**config.mk**
```make
export PLATFORM = sky130hd
export DESIGN_NAME = flash_portal_ctrl
export DESIGN_NICKNAME = d
export VERILOG_FILES = /design/src/rtl/fpc_pkg.sv /design/src/rtl/fpc_caps.sv /design/src/rtl/fpc_validate.sv /design/src/rtl/fpc_regs.sv /design/src/rtl/fpc_seq.sv /design/src/rtl/flash_portal_ctrl.sv
export SDC_FILE = /design/constraint.sdc
export NUM_CORES = 1
export LEC_CHECK = 0
export BUFFER_PORTS_ARGS = -buffer_cell sky130_fd_sc_hd__buf_2
export CAP_MARGIN = 20
export CORE_MARGIN = 8
export CORE_UTILIZATION = 54
export DETAILED_ROUTE_END_ITERATION = 10
export PLACE_DENSITY = 0.78
export SLEW_MARGIN = 15
export SYNTH_ARGS = -nofsm -noshare
export SYNTH_HDL_FRONTEND = slang
export SYNTH_SLANG_ARGS = --single-unit
export TNS_END_PERCENT = 100
```
**constraint.sdc**
```tcl
create_clock -name clk -period 2.5 [get_ports clk]
set_input_delay 0.125 -clock clk [delete_from_list [all_inputs] [get_ports clk]]
set_output_delay 0.125 -clock clk [all_outputs]
set_load 0.05 [all_outputs]
```
**src/rtl/fpc_pkg.sv**
```systemverilog
package fpc_pkg;
   typedef enum logic [1:0] {
      OP_READ  = 2'd0,
      OP_WRITE = 2'd1,
      OP_ERASE = 2'd2,
      OP_RSVD  = 2'd3
   } op_e;

   localparam int ST_DONE    = 0;
   localparam int ST_BADREQ  = 1;
   localparam int ST_ENGERR  = 2;
   localparam int ST_BUSYREJ = 3;
   localparam int ST_OFFREJ  = 4;
   localparam int ST_W       = 5;

   localparam int RADDR_W     = 3;
   localparam int RDATA_W     = 32;
   localparam int CMD_LEN_LSB = 8;
   localparam int ERASE_SIZES = 3;

   localparam logic [RADDR_W-1:0] RA_FLASH  = 3'd0;
   localparam logic [RADDR_W-1:0] RA_BUF    = 3'd1;
   localparam logic [RADDR_W-1:0] RA_CMD    = 3'd2;
   localparam logic [RADDR_W-1:0] RA_START  = 3'd3;
   localparam logic [RADDR_W-1:0] RA_STATUS = 3'd4;
   localparam logic [RADDR_W-1:0] RA_IRQEN  = 3'd5;
   localparam logic [RADDR_W-1:0] RA_BUSY   = 3'd6;
endpackage

```
**src/rtl/fpc_caps.sv**
```systemverilog
module fpc_caps #(
   parameter int NUM_DEV = 2,
   localparam int CW = fpc_pkg::ERASE_SIZES
) (
   input  logic [NUM_DEV*CW-1:0] dev_caps,
   output logic [CW-1:0]         cap_map
);
   generate
      if (NUM_DEV == 1) begin : g_single
         assign cap_map = dev_caps;
      end else begin : g_multi
         always_comb begin
            cap_map = '1;
            for (int d = 0; d < NUM_DEV; d++) begin
               cap_map = cap_map & dev_caps[d*CW +: CW];
            end
         end
      end
   endgenerate
endmodule

```
**src/rtl/fpc_validate.sv**
```systemverilog
module fpc_validate #(
   parameter int LEN_W   = 7,
   parameter int MAX_LEN = 64
) (
   input  fpc_pkg::op_e                     op,
   input  logic [LEN_W-1:0]                 len,
   input  logic [fpc_pkg::ERASE_SIZES-1:0]  caps,
   output logic                             ok
);
   import fpc_pkg::*;
   logic [3:0] cap4;

   assign cap4 = {1'b0, caps};

   always_comb begin
      unique case (op)
         OP_READ, OP_WRITE: ok = (len != '0) && (len <= LEN_W'(MAX_LEN));
         OP_ERASE:          ok = (len < LEN_W'(ERASE_SIZES)) && cap4[len[1:0]];
         default:           ok = 1'b0;
      endcase
   end
endmodule

```
**src/rtl/fpc_regs.sv**
```systemverilog
module fpc_regs #(
   parameter int FADDR_W = 32,
   parameter int BADDR_W = 32,
   parameter int LEN_W   = 7
) (
   input  logic                                clk,
   input  logic                                rst_n,
   input  logic                                wr_en,
   input  logic [fpc_pkg::RADDR_W-1:0]         wr_addr,
   input  logic [fpc_pkg::RDATA_W-1:0]         wr_data,
   output logic [FADDR_W-1:0]                  flash_q,
   output logic [BADDR_W-1:0]                  buf_q,
   output fpc_pkg::op_e                        op_q,
   output logic [LEN_W-1:0]                    len_q,
   output logic                                irq_en_q,
   output logic                                start_o,
   output logic                                clr_en_o,
   output logic [fpc_pkg::ST_W-1:0]            clr_mask_o
);
   import fpc_pkg::*;

   always_ff @(posedge clk or negedge rst_n) begin
      if (!rst_n) begin
         flash_q  <= '0;
         buf_q    <= '0;
         op_q     <= OP_READ;
         len_q    <= '0;
         irq_en_q <= 1'b0;
      end else if (wr_en) begin
         unique case (wr_addr)
            RA_FLASH: flash_q <= wr_data[FADDR_W-1:0];
            RA_BUF:   buf_q   <= wr_data[BADDR_W-1:0];
            RA_CMD: begin
               op_q  <= op_e'(wr_data[1:0]);
               len_q <= wr_data[CMD_LEN_LSB +: LEN_W];
            end
            RA_IRQEN: irq_en_q <= wr_data[0];
            default: ;
         endcase
      end
   end

   assign start_o    = wr_en && (wr_addr == RA_START) && wr_data[0];
   assign clr_en_o   = wr_en && (wr_addr == RA_STATUS);
   assign clr_mask_o = wr_data[ST_W-1:0];
endmodule

```
**src/rtl/fpc_seq.sv**
```systemverilog
module fpc_seq #(
   parameter int FADDR_W = 32,
   parameter int BADDR_W = 32,
   parameter int LEN_W   = 7
) (
   input  logic                      clk,
   input  logic                      rst_n,
   input  logic                      start,
   input  logic                      share_en,
   input  logic                      req_ok,
   input  fpc_pkg::op_e              op_in,
   input  logic [LEN_W-1:0]          len_in,
   input  logic [FADDR_W-1:0]        flash_in,
   input  logic [BADDR_W-1:0]        buf_in,
   input  logic                      clr_en,
   input  logic [fpc_pkg::ST_W-1:0]  clr_mask,
   input  logic                      ack,
   input  logic                      err,
   output logic                      busy_q,
   output logic [fpc_pkg::ST_W-1:0]  status_q,
   output fpc_pkg::op_e              op_q,
   output logic [LEN_W-1:0]          len_q,
   output logic [FADDR_W-1:0]        flash_q,
   output logic [BADDR_W-1:0]        buf_q
);
   import fpc_pkg::*;
   logic [ST_W-1:0] set_v;
   logic            launch;
   logic            finish;

   always_comb begin
      set_v  = '0;
      launch = 1'b0;
      finish = busy_q && ack;
      if (start) begin
         if (busy_q) begin
            set_v[ST_BUSYREJ] = 1'b1;
         end else if (!share_en) begin
            set_v[ST_OFFREJ] = 1'b1;
            set_v[ST_DONE]   = 1'b1;
         end else if (!req_ok) begin
            set_v[ST_BADREQ] = 1'b1;
            set_v[ST_DONE]   = 1'b1;
         end else begin
            launch = 1'b1;
         end
      end
      if (finish) begin
         set_v[ST_DONE]   = 1'b1;
         set_v[ST_ENGERR] = err;
      end
   end

   always_ff @(posedge clk or negedge rst_n) begin
      if (!rst_n) begin
         busy_q   <= 1'b0;
         status_q <= '0;
         op_q     <= OP_READ;
         len_q    <= '0;
         flash_q  <= '0;
         buf_q    <= '0;
      end else begin
         status_q <= (status_q & ~(clr_en ? clr_mask : '0)) | set_v;
         if (launch) begin
            busy_q  <= 1'b1;
            op_q    <= op_in;
            len_q   <= len_in;
            flash_q <= flash_in;
            buf_q   <= buf_in;
         end else if (finish) begin
            busy_q <= 1'b0;
         end
      end
   end
endmodule

```
**src/rtl/flash_portal_ctrl.sv**
```systemverilog
module flash_portal_ctrl #(
   parameter int NUM_DEV = 2,
   parameter int LEN_W   = 7,
   parameter int MAX_LEN = 64,
   parameter int FADDR_W = 32,
   parameter int BADDR_W = 32,
   localparam int CW = fpc_pkg::ERASE_SIZES
) (
   input  logic                          clk,
   input  logic                          rst_n,
   input  logic                          share_en,
   input  logic [NUM_DEV*CW-1:0]         dev_erase_caps,
   input  logic                          reg_wr_en,
   input  logic [fpc_pkg::RADDR_W-1:0]   reg_wr_addr,
   input  logic [fpc_pkg::RDATA_W-1:0]   reg_wr_data,
   input  logic [fpc_pkg::RADDR_W-1:0]   reg_rd_addr,
   output logic [fpc_pkg::RDATA_W-1:0]   reg_rd_data,
   output logic                          busy_o,
   output logic [CW-1:0]                 erase_caps_o,
   output logic                          irq_o,
   output logic                          eng_req,
   output logic [1:0]                    eng_op,
   output logic [LEN_W-1:0]              eng_len,
   output logic [FADDR_W-1:0]            eng_flash_addr,
   output logic [BADDR_W-1:0]            eng_buf_addr,
   input  logic                          eng_ack,
   input  logic                          eng_err
);
   import fpc_pkg::*;

   generate
      if (NUM_DEV < 1) begin : g_bad_dev
         $error("NUM_DEV must be at least 1");
      end
      if (MAX_LEN < 1 || MAX_LEN >= (1 << LEN_W)) begin : g_bad_len
         $error("MAX_LEN must be 1 .. 2**LEN_W-1");
      end
      if (LEN_W < 2 || CMD_LEN_LSB + LEN_W > RDATA_W) begin : g_bad_lw
         $error("LEN_W does not fit the command word");
      end
      if (FADDR_W > RDATA_W || BADDR_W > RDATA_W) begin : g_bad_aw
         $error("address widths exceed the register width");
      end
   endgenerate

   logic [FADDR_W-1:0] flash_r;
   logic [BADDR_W-1:0] buf_r;
   op_e                op_r;
   logic [LEN_W-1:0]   len_r;
   logic               irq_en_q;
   logic               start;
   logic               clr_en;
   logic [ST_W-1:0]    clr_mask;
   logic               req_ok;
   logic               busy_q;
   logic [ST_W-1:0]    status_q;
   op_e                eng_op_e;

   fpc_regs #(.FADDR_W(FADDR_W), .BADDR_W(BADDR_W), .LEN_W(LEN_W)) i_regs (
      .clk(clk), .rst_n(rst_n),
      .wr_en(reg_wr_en), .wr_addr(reg_wr_addr), .wr_data(reg_wr_data),
      .flash_q(flash_r), .buf_q(buf_r), .op_q(op_r), .len_q(len_r),
      .irq_en_q(irq_en_q), .start_o(start),
      .clr_en_o(clr_en), .clr_mask_o(clr_mask)
   );

   fpc_caps #(.NUM_DEV(NUM_DEV)) i_caps (
      .dev_caps(dev_erase_caps), .cap_map(erase_caps_o)
   );

   fpc_validate #(.LEN_W(LEN_W), .MAX_LEN(MAX_LEN)) i_val (
      .op(op_r), .len(len_r), .caps(erase_caps_o), .ok(req_ok)
   );

   fpc_seq #(.FADDR_W(FADDR_W), .BADDR_W(BADDR_W), .LEN_W(LEN_W)) i_seq (
      .clk(clk), .rst_n(rst_n),
      .start(start), .share_en(share_en), .req_ok(req_ok),
      .op_in(op_r), .len_in(len_r), .flash_in(flash_r), .buf_in(buf_r),
      .clr_en(clr_en), .clr_mask(clr_mask),
      .ack(eng_ack), .err(eng_err),
      .busy_q(busy_q), .status_q(status_q),
      .op_q(eng_op_e), .len_q(eng_len),
      .flash_q(eng_flash_addr), .buf_q(eng_buf_addr)
   );

   assign busy_o  = busy_q;
   assign eng_req = busy_q;
   assign eng_op  = eng_op_e;
   assign irq_o   = status_q[ST_DONE] & irq_en_q;

   always_comb begin
      reg_rd_data = '0;
      unique case (reg_rd_addr)
         RA_FLASH:  reg_rd_data[FADDR_W-1:0] = flash_r;
         RA_BUF:    reg_rd_data[BADDR_W-1:0] = buf_r;
         RA_CMD: begin
            reg_rd_data[1:0]                  = op_r;
            reg_rd_data[CMD_LEN_LSB +: LEN_W] = len_r;
         end
         RA_STATUS: reg_rd_data[ST_W-1:0] = status_q;
         RA_IRQEN:  reg_rd_data[0] = irq_en_q;
         RA_BUSY:   reg_rd_data[0] = busy_q;
         default: ;
      endcase
   end
endmodule

```
==> results_dict.tcl <==
set metrics [dict create \
    vdd_drop_max_uv 606 \
    drive_above_1_share_pct 54.4 \
    cts_buffers 17 \
    layout_setup_ws_ps 64.0 \
    synth_edf_count 0 \
    yosysWarnings 0 \
    avgViaCountPerCell 5.61 \
    antenna_found_initial 0 \
    leakage_nw 4.56 \
    cts_tree "built" \
    clk_pin_slew_ps 60 \
    max_freq_mhz 411 \
    cts.path.max_buffers 2 \
    postPlaceCellArea_sq_mm 0.00769 \
    timing.final.crit_share_pct 97.4 \
    avgSynthCellArea_sq_um 14.9 \
    synth-seq-cells 153 \
    die_h_um 127 \
    met3_usage_pct 6.24 \
    slew_violations 0 \
    finalNetCount 702 \
    max_cap_violations 0 \
    cp_max_fo 40 \
    io_pins 161 \
    worst_pin_slew_ps 649 \
    postCtsSetupBuffers 0 \
    synth_cells 448 \
    num_vias 4562 \
    worstSkewPairLatency_ps 430 \
    synth_ff_type "dfrtp_1" \
    cp-start-kind "flop" \
    synth_area_sq_mm 0.00666 \
    rows 40 \
    ys_types 35 \
    h-tree-depth 4 \
    use_met1_pct 26.5 \
    finalWirelength_mm 16.8 \
    crit_path_end_kind "flop" \
    grt.total_usage_pct 21.4 \
    crit_type "reg2reg" \
    gr-max-usage-layer "met2" \
    dieArea_sq_mm 0.0161 \
    core_sq_mm 0.0120 \
    cp.required_ps 2810 \
    yosysSeqAreaShare_pct 57.5 \
    finClkSkew_ps 8.17 \
    synth-async-reset-ratio_pct 100 \
    hold_violations 0 \
    fin_area_sq_mm 0.00875 \
    n_fill_cell 798 \
    start_util_pct 55.4 \
    dpl_worst_slack_ps -42.7 \
    io_buffers 160 \
    grt_pass1_wl_mm 27.0 \
    drtIter0Drc 220 \
    syn_to_final_growth_pct 31.3 \
    hold_path_class "in2reg" \
    first_pass_iters 4 \
    clock-sinks 153 \
    dieWidth_um 127 \
    period_needed_ps 2440 \
    regArea_sq_mm 0.00383 \
    syn_nets 498 \
    hold_depth 2 \
    p_per_area_mw_per_mm2 975 \
    wl_per_cell_um 20.7 \
    rsz0062_at_grt "true" \
    ff2ff_path_depth 6 \
    ant_nets 0 \
    use_met2_pct 33.8 \
    slew_headroom_pct 56.8 \
    multiInputGateArea_sq_mm 0.00272 \
    hpwlAfterDp_mm 11.1 \
    setup_viol 0 \
    grt_pass1_vias 4992 \
    root_buffer "clkbuf_16" \
    outcome "finished, final reports clean" \
    drc 0 \
    overflow 0 \
    worstPathArrival_ps 2750 \
    grt_max_degree 69 \
    gp_congestion 0.827 \
]
-- synth_stat cells (3+ instances only) --
cell / instances / area, sq um
dfrtp_1: 153 / 3830
mux2_2: 80 / 901
buf_6: 7 / 78.8
mux2_4: 65 / 976
nor2_1: 24 / 90.1
and2_1: 3 / 18.8
o21ai_0: 5 / 25.0
inv_1: 5 / 18.8
a22o_1: 22 / 193
a21oi_1: 10 / 50.1
nor3_1: 5 / 25.0
nand2_1: 16 / 60.1
mux2i_1: 12 / 120
clkbuf_1: 16 / 60.1
a31oi_1: 3 / 18.8
-- per-layer routing --
| metal | vias up | share of wire (%) |
|---|---|---|
| li1 | 2039 | - |
| met1 | 2335 | 42 |
| met2 | 153 | 49 |
| met3 | 35 | 6.4 |
| met4 | 0 | 2.8 |
| met5 | - | 0 |
-- state kept, by name, summed over array words and instances (netlist names) --
register         count
i_regs.buf_q        32
i_regs.flash_q      32
i_seq.buf_q         32
i_seq.flash_q       32
i_regs.len_q         7
i_seq.len_q          7
i_seq.status_q       5
i_regs.op_q          2
i_seq.op_q           2
i_regs.irq_en_q      1
i_seq.busy_q         1
-- timing repair --
action	4_1_cts	5_1_grt
hold buffers	35	0
endpoints found under the hold margin	139	0
resized for setup	1	3
endpoints found under the setup margin	17	72
-- worst max-delay path: stages (launching register included) --
cell	delay, ps
dfrtp_1	410
or4_4	580
a2111o_1	420
o32ai_4	180
nand3_4	130
buf_12	240
mux2_4	330
-- layout make-up --
class | instances | area share, %
diodes | 1 | 0.0286
clock buffers | 21 | 5.49
clock inverters | 11 | 2.17
inverters | 5 | 0.215
multi-input cells | 265 | 31.1
flip-flops and latches | 153 | 43.8
well taps | 147 | 2.10
repair buffers | 210 | 15.1
-- final timing paths --
path | startpoint | to | slack, ps
worst max register to register | i_regs.len_q[5]$_DFFE_PN0P_ | i_seq.buf_q[19]$_DFFE_PN0P_ | 60
worst max-delay path | i_regs.len_q[5]$_DFFE_PN0P_ | i_seq.buf_q[19]$_DFFE_PN0P_ | 60
max in group asynchronous | rst_n | i_regs.len_q[5]$_DFFE_PN0P_ | 1460
worst min register to register | i_seq.status_q[2]$_DFF_PN0_ | i_seq.status_q[2]$_DFF_PN0_ | 490
min in group asynchronous | rst_n | i_regs.buf_q[20]$_DFFE_PN0P_ | 250
worst min-delay path | reg_wr_data[0] | i_regs.buf_q[0]$_DFFE_PN0P_ | 40
-- logic make-up (layout without fill, tap and decap cells) --
kind of cell           after synthesis  after routing  share of synthesized area [%]
DFF                                153            153                           57.5
AOI/OAI and AO/OA                   50             50                           5.77
buffers and inverters               30            247                           2.54
and+or+nand+nor                     58             58                           4.23
muxes                              157            157                           30.0
other                                0              1                              0
-- stage by stage --
stage	total power [W]	cells	hold slack, ps	util [%]	setup TNS, ps
2_1_floorplan	0.00497	448	-171	-	0
4_1_cts	0.00857	812	24.9	72.6	0
3_5_place_dp	0.00562	745	167	64.1	-197
5_1_grt	0.00885	812	35.2	72.8	-384
3_3_place_gp	0.00553	745	159	64.1	0
6_report	0.00853	813	41.5	72.8	0
-- power by group --
| part | switching (W) | internal, W | total [W] | leakage, nW |
|---|---|---|---|---|
| sequential | 0.000371 | 0.00297 | 0.00334 | 1.96 |
| clock | 0.00101 | 0.00188 | 0.00289 | 0.329 |
| combinational | 0.00146 | 0.000839 | 0.00230 | 2.28 |
-- placed cells by master, fill, tap and decap left out, drive strengths merged, types with 2 or more instances in the layout --
master and count:
bufinv 5, nor3 5, dlygate4sd3 35, a31oi 3, a21oi 10, clkbuf 21
nand2 16, buf 175, dfrtp 153, and2 3, a22o 22, mux2 145
mux2i 12, clkinv 4, nor4 2, inv 6, o32ai 3, o21ai 5
nor2 24
Note: power is estimated with default switching activity, not from simulation.
